[src/rtl/bse_pkg.sv]
// Package: shared command encoding and burst-length decode for the burst
// sequencer. Assumes burst lengths are powers of two up to 8.
package bse_pkg;

    typedef enum logic [1:0] {
        CMD_NOP   = 2'b00,
        CMD_READ  = 2'b01,
        CMD_WRITE = 2'b10,
        CMD_RSVD  = 2'b11
    } bse_cmd_e;

    // Burst length minus one for a 2-bit length code (0..7).
    function automatic logic [2:0] bse_len_m1(input logic [1:0] code);
        logic [3:0] len;
        len = 4'd1 << code;
        return 3'(len - 4'd1);
    endfunction

endpackage

[src/rtl/bse_col_ctr.sv]
// Burst column counter. It loads a start column and length when a command
// is accepted and presents the column of each beat combinationally, wrapping
// inside the length-aligned block. All state holds while en is low.
// Assumes COL_W >= 3 so that an 8-beat wrap fits.
module bse_col_ctr
    import bse_pkg::*;
#(
    parameter int COL_W = 4
) (
    input  logic             clk,
    input  logic             rst_n,
    input  logic             en,
    input  logic             start,
    input  logic             start_wr,
    input  logic [COL_W-1:0] col_in,
    input  logic [1:0]       bl_code,
    output logic             acc,
    output logic             acc_wr,
    output logic [COL_W-1:0] acc_col,
    output logic             act,
    output logic [COL_W-1:0] cur_col
);

    logic [COL_W-1:0] base_q;
    logic [COL_W-1:0] mask_q;
    logic [2:0]       idx_q;
    logic [2:0]       last_q;
    logic             wr_q;

    // Column used this edge: command start column or next wrapped beat.
    always_comb begin
        acc     = 1'b0;
        acc_wr  = 1'b0;
        acc_col = cur_col;
        if (start) begin
            acc     = 1'b1;
            acc_wr  = start_wr;
            acc_col = col_in;
        end else if (act) begin
            acc     = 1'b1;
            acc_wr  = wr_q;
            acc_col = (base_q & ~mask_q) | ((base_q + COL_W'(idx_q)) & mask_q);
        end
    end

    // Burst state: load on command, step on each enabled beat.
    always_ff @(posedge clk) begin
        if (!rst_n) begin
            base_q  <= '0;
            mask_q  <= '0;
            idx_q   <= '0;
            last_q  <= '0;
            wr_q    <= 1'b0;
            act     <= 1'b0;
            cur_col <= '0;
        end else if (en) begin
            if (start) begin
                base_q <= col_in;
                mask_q <= COL_W'(bse_len_m1(bl_code));
                last_q <= bse_len_m1(bl_code);
                idx_q  <= 3'd1;
                wr_q   <= start_wr;
                act    <= (bl_code != 2'b00);
            end else if (act) begin
                idx_q <= idx_q + 3'd1;
                if (idx_q == last_q) begin
                    act <= 1'b0;
                end
            end
            if (acc) begin
                cur_col <= acc_col;
            end
        end
    end

    AST_IDX_RANGE: assert property (@(posedge clk) disable iff (!rst_n)
        act |-> (idx_q != 3'd0 && idx_q <= last_q));

    AST_HOLD_WHEN_OFF: assert property (@(posedge clk) disable iff (!rst_n)
        !en |=> $stable(cur_col) && $stable(act));

endmodule

[src/rtl/bse_array.sv]
// Register-file array. It writes one word on an enabled write and reads
// combinationally at any address. Assumes at most one write per edge;
// reset clears all words.
module bse_array #(
    parameter int COL_W = 4,
    parameter int DW    = 8
) (
    input  logic             clk,
    input  logic             rst_n,
    input  logic             we,
    input  logic [COL_W-1:0] waddr,
    input  logic [DW-1:0]    wdata,
    input  logic [COL_W-1:0] raddr,
    output logic [DW-1:0]    rdata
);

    localparam int DEPTH = 1 << COL_W;

    logic [DW-1:0] mem [DEPTH];

    // Asynchronous read port.
    assign rdata = mem[raddr];

    // Storage update: clear on reset, single-word write otherwise.
    always_ff @(posedge clk) begin
        if (!rst_n) begin
            for (int i = 0; i < DEPTH; i++) begin
                mem[i] <= '0;
            end
        end else if (we) begin
            mem[waddr] <= wdata;
        end
    end

    AST_WR_LANDS: assert property (@(posedge clk) disable iff (!rst_n)
        we |=> mem[$past(waddr)] == $past(wdata));

endmodule

[src/rtl/bse_rd_pipe.sv]
// Read latency pipe. A fetched word passes through CAS_LAT+1 register
// stages, so a word fetched on edge t shows after edge t+CAS_LAT. Every
// stage holds while en is low. Invalid stages carry zero data.
module bse_rd_pipe #(
    parameter int DW      = 8,
    parameter int CAS_LAT = 2
) (
    input  logic          clk,
    input  logic          rst_n,
    input  logic          en,
    input  logic          in_v,
    input  logic [DW-1:0] in_d,
    output logic          out_v,
    output logic [DW-1:0] out_d,
    output logic          busy
);

    localparam int NST = CAS_LAT + 1;

    logic [NST-1:0] v_q;
    logic [DW-1:0]  d_q [NST];

    // Shift the pipe on each enabled edge.
    always_ff @(posedge clk) begin
        if (!rst_n) begin
            v_q <= '0;
            for (int i = 0; i < NST; i++) begin
                d_q[i] <= '0;
            end
        end else if (en) begin
            v_q[0] <= in_v;
            d_q[0] <= in_v ? in_d : '0;
            for (int i = 1; i < NST; i++) begin
                v_q[i] <= v_q[i-1];
                d_q[i] <= d_q[i-1];
            end
        end
    end

    assign out_v = v_q[NST-1];
    assign out_d = d_q[NST-1];
    assign busy  = |v_q;

    AST_DQ_ZERO_IDLE: assert property (@(posedge clk) disable iff (!rst_n)
        !out_v |-> out_d == '0);

endmodule

[src/rtl/burst_sus_eng.sv]
// Top of the column burst sequencer. It samples cke each edge. The next
// internal edge is suspended when cke was low and a burst or read return is
// still in progress. A suspended edge freezes the counter, the array and the
// read pipe, and drops the command and write data.
// Assumes one command per edge and COL_W >= 3.
module burst_sus_eng
    import bse_pkg::*;
#(
    parameter int COL_W   = 4,
    parameter int DW      = 8,
    parameter int CAS_LAT = 2
) (
    input  logic             clk,
    input  logic             rst_n,
    input  logic             cke,
    input  logic [1:0]       cmd,
    input  logic [COL_W-1:0] col,
    input  logic [DW-1:0]    wdata,
    input  logic [1:0]       bl_sel,
    output logic [DW-1:0]    rdata,
    output logic             rvalid,
    output logic [COL_W-1:0] cur_col
);

    logic             cke_lo_q;
    logic             susp;
    logic             en;
    logic             cmd_go;
    logic             cmd_wr;
    logic             acc;
    logic             acc_wr;
    logic [COL_W-1:0] acc_col;
    logic             act;
    logic             pipe_busy;
    logic [DW-1:0]    arr_rd;

    // Capture the clock-enable pin on every edge, suspended or not.
    always_ff @(posedge clk) begin
        if (!rst_n) begin
            cke_lo_q <= 1'b0;
        end else begin
            cke_lo_q <= ~cke;
        end
    end

    // Suspend only while column activity remains.
    assign susp   = cke_lo_q & (act | pipe_busy);
    assign en     = ~susp;
    assign cmd_go = (cmd == CMD_READ) || (cmd == CMD_WRITE);
    assign cmd_wr = (cmd == CMD_WRITE);

    bse_col_ctr #(.COL_W(COL_W)) u_ctr (
        .clk      (clk),
        .rst_n    (rst_n),
        .en       (en),
        .start    (cmd_go),
        .start_wr (cmd_wr),
        .col_in   (col),
        .bl_code  (bl_sel),
        .acc      (acc),
        .acc_wr   (acc_wr),
        .acc_col  (acc_col),
        .act      (act),
        .cur_col  (cur_col)
    );

    bse_array #(.COL_W(COL_W), .DW(DW)) u_arr (
        .clk   (clk),
        .rst_n (rst_n),
        .we    (acc & acc_wr & en),
        .waddr (acc_col),
        .wdata (wdata),
        .raddr (acc_col),
        .rdata (arr_rd)
    );

    bse_rd_pipe #(.DW(DW), .CAS_LAT(CAS_LAT)) u_pipe (
        .clk   (clk),
        .rst_n (rst_n),
        .en    (en),
        .in_v  (acc & ~acc_wr),
        .in_d  (arr_rd),
        .out_v (rvalid),
        .out_d (rdata),
        .busy  (pipe_busy)
    );

    AST_SUSP_FREEZE_COL: assert property (@(posedge clk) disable iff (!rst_n)
        susp |=> $stable(cur_col));

    AST_SUSP_HOLD_DQ: assert property (@(posedge clk) disable iff (!rst_n)
        susp |=> $stable(rdata) && $stable(rvalid));

    AST_CMD_LOADS_COL: assert property (@(posedge clk) disable iff (!rst_n)
        (!susp && cmd_go) |=> cur_col == $past(col));

    AST_IDLE_NO_FREEZE: assert property (@(posedge clk) disable iff (!rst_n)
        (!act && !pipe_busy && cmd_go) |=> cur_col == $past(col));

endmodule

[config.mk]
export PLATFORM = sky130hd
export DESIGN_NAME = burst_sus_eng
export DESIGN_NICKNAME = d
export VERILOG_FILES = /design/src/rtl/bse_pkg.sv /design/src/rtl/bse_col_ctr.sv /design/src/rtl/bse_array.sv /design/src/rtl/bse_rd_pipe.sv /design/src/rtl/burst_sus_eng.sv
export SDC_FILE = /design/constraint.sdc
export NUM_CORES = 1
export LEC_CHECK = 0
export ABC_AREA = 1
export BUFFER_PORTS_ARGS = -buffer_cell sky130_fd_sc_hd__buf_2
export CORE_MARGIN = 2
export CORE_UTILIZATION = 66
export CTS_CLUSTER_SIZE = 12
export DETAILED_ROUTE_END_ITERATION = 7
export PLACE_DENSITY = 0.92
export SYNTH_ARGS = -nofsm -noshare
export SYNTH_HDL_FRONTEND = slang
export SYNTH_SLANG_ARGS = --single-unit
[constraint.sdc]
create_clock -name clk -period 5.4 [get_ports clk]
set_input_delay 1.08 -clock clk [delete_from_list [all_inputs] [get_ports clk]]
set_output_delay 1.08 -clock clk [all_outputs]
set_load 0.005 [all_outputs]
-- Word level (Yosys, flattened, before mapping)
Memory sizes are Yosys's and may differ from the RTL's.
Cells that the tools add are included.
- flip-flop bits (word level): 20
- latch bits: 0
- memories: 2
- bits of input ports: 19
- logic and storage cells: 65
- output and inout port bits: 13
- memory bits (writable): 152
- ROM bits: 0
- memory list (memory ; words ; width ; rd ports ; clocked after memory_dff ; wr ports ; line ; text):
    u_arr.mem ; 16 ; 8 ; 1 ; 0 ; 16 ; bse_array.sv:19 ; logic [DW-1:0] mem [DEPTH];
    u_pipe.d_q ; 3 ; 8 ; 3 ; 0 ; 3 ; bse_rd_pipe.sv:21 ; logic [DW-1:0] d_q [NST];
- mux-type cells: 25
- equal/unequal tests: 3
- shift-type cells: 1
- multiply operators: 0
- add/subtract/negate cells: 3
- reduce and logical (&&, ||, !) cells: 8
- bitwise logic cells: 15
- div/mod/pow operators: 0
- order comparisons: 0
- operators by type and width (kind ; count):
    2-to-1 mux 8 bit ; 5
    2-to-1 mux 1 bit ; 15
    2-to-1 mux 4 bit ; 3
    OR reduction 8 bit ; 1
    2-to-1 mux 3 bit ; 2
    AND reduction 2 bit ; 3
    adder 4 x 3 -> 4 bit ; 1
    AND 1 bit ; 4
    AND 4 x 3 -> 4 bit ; 1
    AND 4 bit ; 1
    inverter 3 -> 4 bit ; 1
    OR 1 bit ; 4
    OR 4 bit ; 1
    nonzero test 2 bit ; 2
    adder 3 x 1 -> 3 bit, second input constant ; 1
    equality test 3 bit ; 1
    inverter 1 bit ; 3
    OR reduction 3 bit ; 1
    << shifter 1 x 2 -> 3 bit, first input constant ; 1
    subtractor 3 x 1 -> 3 bit, second input constant ; 1
    equality test 2 x 1 -> 1 bit, second input constant ; 1
    equality test 2 bit, second input constant ; 1
    logical OR 1 bit ; 1

-- Depth between registers and ports, before layout
- depth in word-level cells: 10
- gate-level depth with buffers: 17
- gate-level depth less buffers: 14

-- Hierarchy
From an unflattened synthesis, not the netlist that was laid out.
- cell total of the unflattened synthesis: 938
- area total of the unflattened synthesis: 8344.3 um^2
- modules (own cells, without submodules) (module ; area an instance (um^2) ; cells an instance ; instances ; seq. area each (um^2)):
    bse_array ; 6257.3 ; 709 ; 1 ; 3843.7
    bse_rd_pipe ; 1141.1 ; 100 ; 1 ; 780.7
    bse_col_ctr ; 860.8 ; 115 ; 1 ; 320.3
    burst_sus_eng ; 85.1 ; 14 ; 1 ; 20.0

-- Worst setup path after synthesis
Ideal clock, no wire load.
- kind: input -> register
- start point: in cmd[0]
- end point: mem u_arr.mem[2][0] (enable)
- buffers on the path: 3
- library setup time: 329 ps
- required time: 5071 ps
- path slack: 2279 ps
- arrival time: 2792 ps
- cell stages on the path: 11
- path through: inv_1 -> ha_1 -> buf_4 -> or2_1 -> nand2_2 -> buf_4 -> buf_4 -> nand2_1 -> nor2_4 -> nand2_2 -> nand2_1
- RTL lines (what ; line ; text):
    start, declared ; burst_sus_eng.sv:16 ; input logic [1:0] cmd,
    end, declared ; bse_array.sv:19 ;

==> impl_summary.md <==
Timing
The worst pin sits at a relative slew slack of between 30 and 40%. The setup TNS is 0 ns. The shortest clock period the worst path allows after layout is roughly 3.7 ns.

The total count of max-transition violations in the final report is 0. The final hold slack is 0.4699 ns. Setup repair after global routing left no endpoint under its margin. On the final layout, the worst clock skew is 0.01475 ns. At the pin with the least slew margin, the transition time is 1.002 ns. Timing would allow up to about 0.27 GHz. Of the available clock period, the critical path in the final layout requires ~70%. The final-report hold violation count is 0.

Setup violations remaining at the end of the flow were counted as 0.

Clock network
Once the clock tree was built, the resizer swapped 0 gates to a different size. Buffers added to address setup during post-CTS repair amount to 0. After clock tree synthesis, the clock-pin slew on the worst setup and hold paths is 0.07 ns. CTS saw between 150 and 200 sinks. The later pin in the worst-skew pair is clocked with a latency of 0.45 ns. The maximum clock path buffer count is 2. Hold repair after CTS inserted 0 buffers. Buffers inserted during clock tree synthesis total 17.

The H-tree generated during clock tree synthesis spans 4 levels. Clock tree synthesis selected as its root buffer the cell sky130_fd_sc_hd__clkbuf_16. The TritonCTS clock tree is built.

Power and ir drop
Internal power comes to between 2 and 2.5 mW. For this design the total switching power over the nets is roughly 900 uW. The standby leakage power is around 3.9 nW.

In this run, the combinational gates consume between 10% and 20% of the power. The peak supply drop is 0.3343 mV. The share of total power dissipated in the clock network is between 30 and 40%.

Net switching is approximately 28% of the power. Power spread over the standard cell area amounts to about 360 nW/um^2. Of the total power, registers draw 48.5%.

Detailed routing
The number of routed nets with antenna violations is 0. After detailed routing, the number of vias per cell comes to between 5 and 6. After detailed routing, the total wire length is ~18 mm. The total via count after detailed routing is about 6000. The initial DRC count is around 860.

After detailed routing, the average wire length per cell comes to roughly 17 um. The number of iterations in the first detailed-routing pass is 6. In the routed design, unresolved DRC markers number 0.

Critical path
The kind of start point of the critical path is a primary input. The most numerous cell type found on the critical path is sky130_fd_sc_hd__inv_1. STA classifies the critical path endpoint as a register. The standard cell with the maximum stage delay on the critical path is sky130_fd_sc_hd__nor2_1. The arrival time of data at the critical path endpoint is 3.85 ns. At the worst endpoint, the required time is about 5.5 ns. The largest fanout on the critical path is 12. On the worst path, the slowest cell contributes a delay of roughly 0.75 ns.

The path type of the worst setup path is primary input to register. Walking the worst path, the cells encountered are buf_2, inv_1, ha_1, nand2_1, inv_1, a21oi_1, inv_1, nor2_1, nand2_2, nand2_1. In this run the register-to-register setup slack is roughly 1.9 ns.

Synth
For this run, the leading register cell type out of synthesis is sky130_fd_sc_hd__edfxtp_1. After synthesis the netlist holds a flip-flop and latch count of approximately 170. The count of distinct cell types in the synthesized netlist is 33. The fraction of registers with async set or reset after synthesis is 0%.

By area the synthesized netlist is led by sky130_fd_sc_hd__edfxtp_1, sky130_fd_sc_hd__nand2_1, sky130_fd_sc_hd__nor2_1, sky130_fd_sc_hd__dfxtp_1, sky130_fd_sc_hd__nand3_1. The Yosys warning count is 0. Synthesis handed over a netlist of 900 instances.

The post-synth net total is ~920. In this run the biggest area consumer among cell types represents 56.60% of the synthesized area. The post-synthesis cell type with the largest combined area is sky130_fd_sc_hd__edfxtp_1. The average size of a mapped cell is 8.960 um^2.

Sequential cells were found to cover 61.57% of the synthesized design area. The post-synthesis instance area is 8064 um^2. Yosys mapped a number of flops with a built-in enable equal to between 150 and 200.

Cells and area
Relative to the synthesized area, the layout overhead comes to 8.611%. The number of antenna repair diodes is 0. The share of cells above drive strength 1 is about a tenth. Excluding fillers, the count of instances in the completed layout stands at roughly 1100. The post-layout net count is 924.

Floorplanning
The starting density of the core is about 67%. In this run the count of I/O pins placed on the die edge is 32. The width of the chip is approximately 110 um.

In this run the vertical extent of the chip is roughly 110 um. The total die area is about 13000 um^2. The row count is 40. The area of the placeable core is 11960 um^2.

Global routing
The maximum number of pins on one net before global-route repair is 66. The total congestion overflow is 0. The number of global-route vias before repair is 5705. For this run, the total global-route usage over all layers was measured as slightly below 30%. The initial antenna violation count was 0. The first-pass GRT wire length is 28.98 mm.

Hold path
The path class of the lowest-slack min-delay path is register to register.

Placed design
The routability-driven placement congestion ratio is 0.9453. The number of cells after detailed placement is just over 1000. The detailed placement HPWL is approximately 11 mm.

The count of buffers from port buffering is 31.

Run
The count of maximum capacitance violations is 0.

Run status
The flow ran to the end, and the final reports show no timing, DRC or antenna violations.
[state kept, by name, indices dropped and copies added (netlist names)]
| name | count |
|---|---|
| u_ctr.base_q | 4 |
| u_pipe.d_q | 24 |
| u_pipe.v_q | 3 |
| cke_lo_q | 1 |
| u_ctr.act | 1 |
| u_ctr.cur_col | 4 |
| u_ctr.last_q | 3 |
| u_ctr.wr_q | 1 |
| u_ctr.idx_q | 3 |
| u_arr.mem | 128 |
[critical path: cells and delay by family]
family / cells / cell delay, ns
AND/OR/NAND/NOR: 4 / 1.62
adder cells (fa/ha/maj): 1 / 0.43
AO/OA/AOI/OAI: 1 / 0.42
buffers and inverters: 4 / 0.30
[cell usage after synthesis, types with 10 or more instances]
master                       n
sky130_fd_sc_hd__o21ai_0    10
sky130_fd_sc_hd__buf_4      12
sky130_fd_sc_hd__dfxtp_1    20
sky130_fd_sc_hd__nand2_2    15
sky130_fd_sc_hd__edfxtp_1  152
sky130_fd_sc_hd__nor2_1    174
sky130_fd_sc_hd__clkbuf_1   26
sky130_fd_sc_hd__inv_1      46
sky130_fd_sc_hd__nand3_1    70
sky130_fd_sc_hd__buf_2      14
sky130_fd_sc_hd__a21oi_1    12
sky130_fd_sc_hd__nand2_1   315
[stage by stage]
| step | total power [mW] | area, um^2 | worst slack (ns) | util, % |
|---|---|---|---|---|
| detailed placement | 2.008 | 8178 | 1.277 | 68.37 |
| floorplan | 1.903 | 8064 | 2.279 | - |
| CTS | 3.188 | 8758 | 1.718 | 73.22 |
| global route | 3.313 | 8758 | 1.425 | 73.22 |
| finish | 3.196 | 8758 | 1.658 | 73.22 |
| global placement | 1.996 | 8178 | 1.294 | 68.37 |
[placed cells by master, fill, tap and decap left out, types with 2 or more instances in the layout]
cell type / count
sky130_fd_sc_hd__buf_4: 5
sky130_fd_sc_hd__nand2_2: 16
sky130_fd_sc_hd__clkinv_4: 2
sky130_fd_sc_hd__nor3_4: 2
sky130_fd_sc_hd__inv_6: 5
sky130_fd_sc_hd__clkinvlp_4: 4
sky130_fd_sc_hd__buf_2: 31
sky130_fd_sc_hd__edfxtp_1: 152
sky130_fd_sc_hd__inv_2: 3
sky130_fd_sc_hd__clkbuf_16: 17
sky130_fd_sc_hd__nor2_1: 174
sky130_fd_sc_hd__inv_1: 46
sky130_fd_sc_hd__nand3_1: 70
sky130_fd_sc_hd__nor3_1: 2
sky130_fd_sc_hd__dfxtp_1: 20
sky130_fd_sc_hd__nand2_1: 314
sky130_fd_sc_hd__inv_8: 3
sky130_fd_sc_hd__or2_2: 2
sky130_fd_sc_hd__xor2_1: 2
sky130_fd_sc_hd__a211oi_1: 2
sky130_fd_sc_hd__ha_1: 3
sky130_fd_sc_hd__o21ai_0: 10
sky130_fd_sc_hd__o22ai_1: 5
sky130_fd_sc_hd__a21oi_1: 12
[power by group through the flow]
stage | clock (mW) | sequential [mW] | combinational (mW)
4_1_cts | 1.20 | 1.55 | 0.437
3_5_place_dp | 0 | 1.58 | 0.431
6_report | 1.20 | 1.55 | 0.446
2_1_floorplan | 0 | 1.57 | 0.337
5_1_grt | 1.26 | 1.56 | 0.495
3_3_place_gp | 0 | 1.57 | 0.422
[metal layers]
metal | share of wire, % | vias to the layer above | routed length (um) | GRT usage [%]
met5 | 0 | - | 0 | 0
met4 | 4.0 | 0 | 741 | 13.66
met3 | 9.4 | 76 | 1738 | 7.517
met2 | 49 | 352 | 9087 | 48.40
met1 | 37 | 2830 | 6857 | 37.82
li1 | - | 2903 | - | -
[logic make-up (layout without fill, tap and decap cells)]
| logic type | Yosys count | in the layout | synth area share (%) |
|---|---|---|---|
| flip-flops | 172 | 172 | 61.57 |
| multiplexers | 1 | 1 | 0.1241 |
| buffers and inverters | 104 | 118 | 5.617 |
| AO/OA/AOI/OAI | 34 | 34 | 2.514 |
| AND/OR/NAND/NOR | 583 | 583 | 29.25 |
| adder cells (fa/ha/maj) | 4 | 4 | 0.7138 |
| XOR/XNOR | 2 | 2 | 0.2173 |
[worst paths after layout]
| check | startpoint | cells after the start | to |
|---|---|---|---|
| worst min-delay path | u_ctr.base_q[2] | 2 | u_ctr.base_q[2] |
| worst max-delay path | cmd[0] | 10 | u_arr.mem[4][7] |
| worst max register to register | u_ctr.idx_q[0] | 10 | u_arr.mem[8][4] |
| worst min register to register | u_ctr.base_q[2] | 2 | u_ctr.base_q[2] |
[area by class of cell]
class                   instances  area (um^2)
fillers                       803         3203
flip-flops and latches        172         4965
clock inverters                15        155.1
multi-input cells             624         2649
clock buffers                  17        425.4
well taps                     147        183.9
repair buffers                 36        192.7
inverters                      50        187.7
Note: power is estimated with default switching activity, not from simulation.
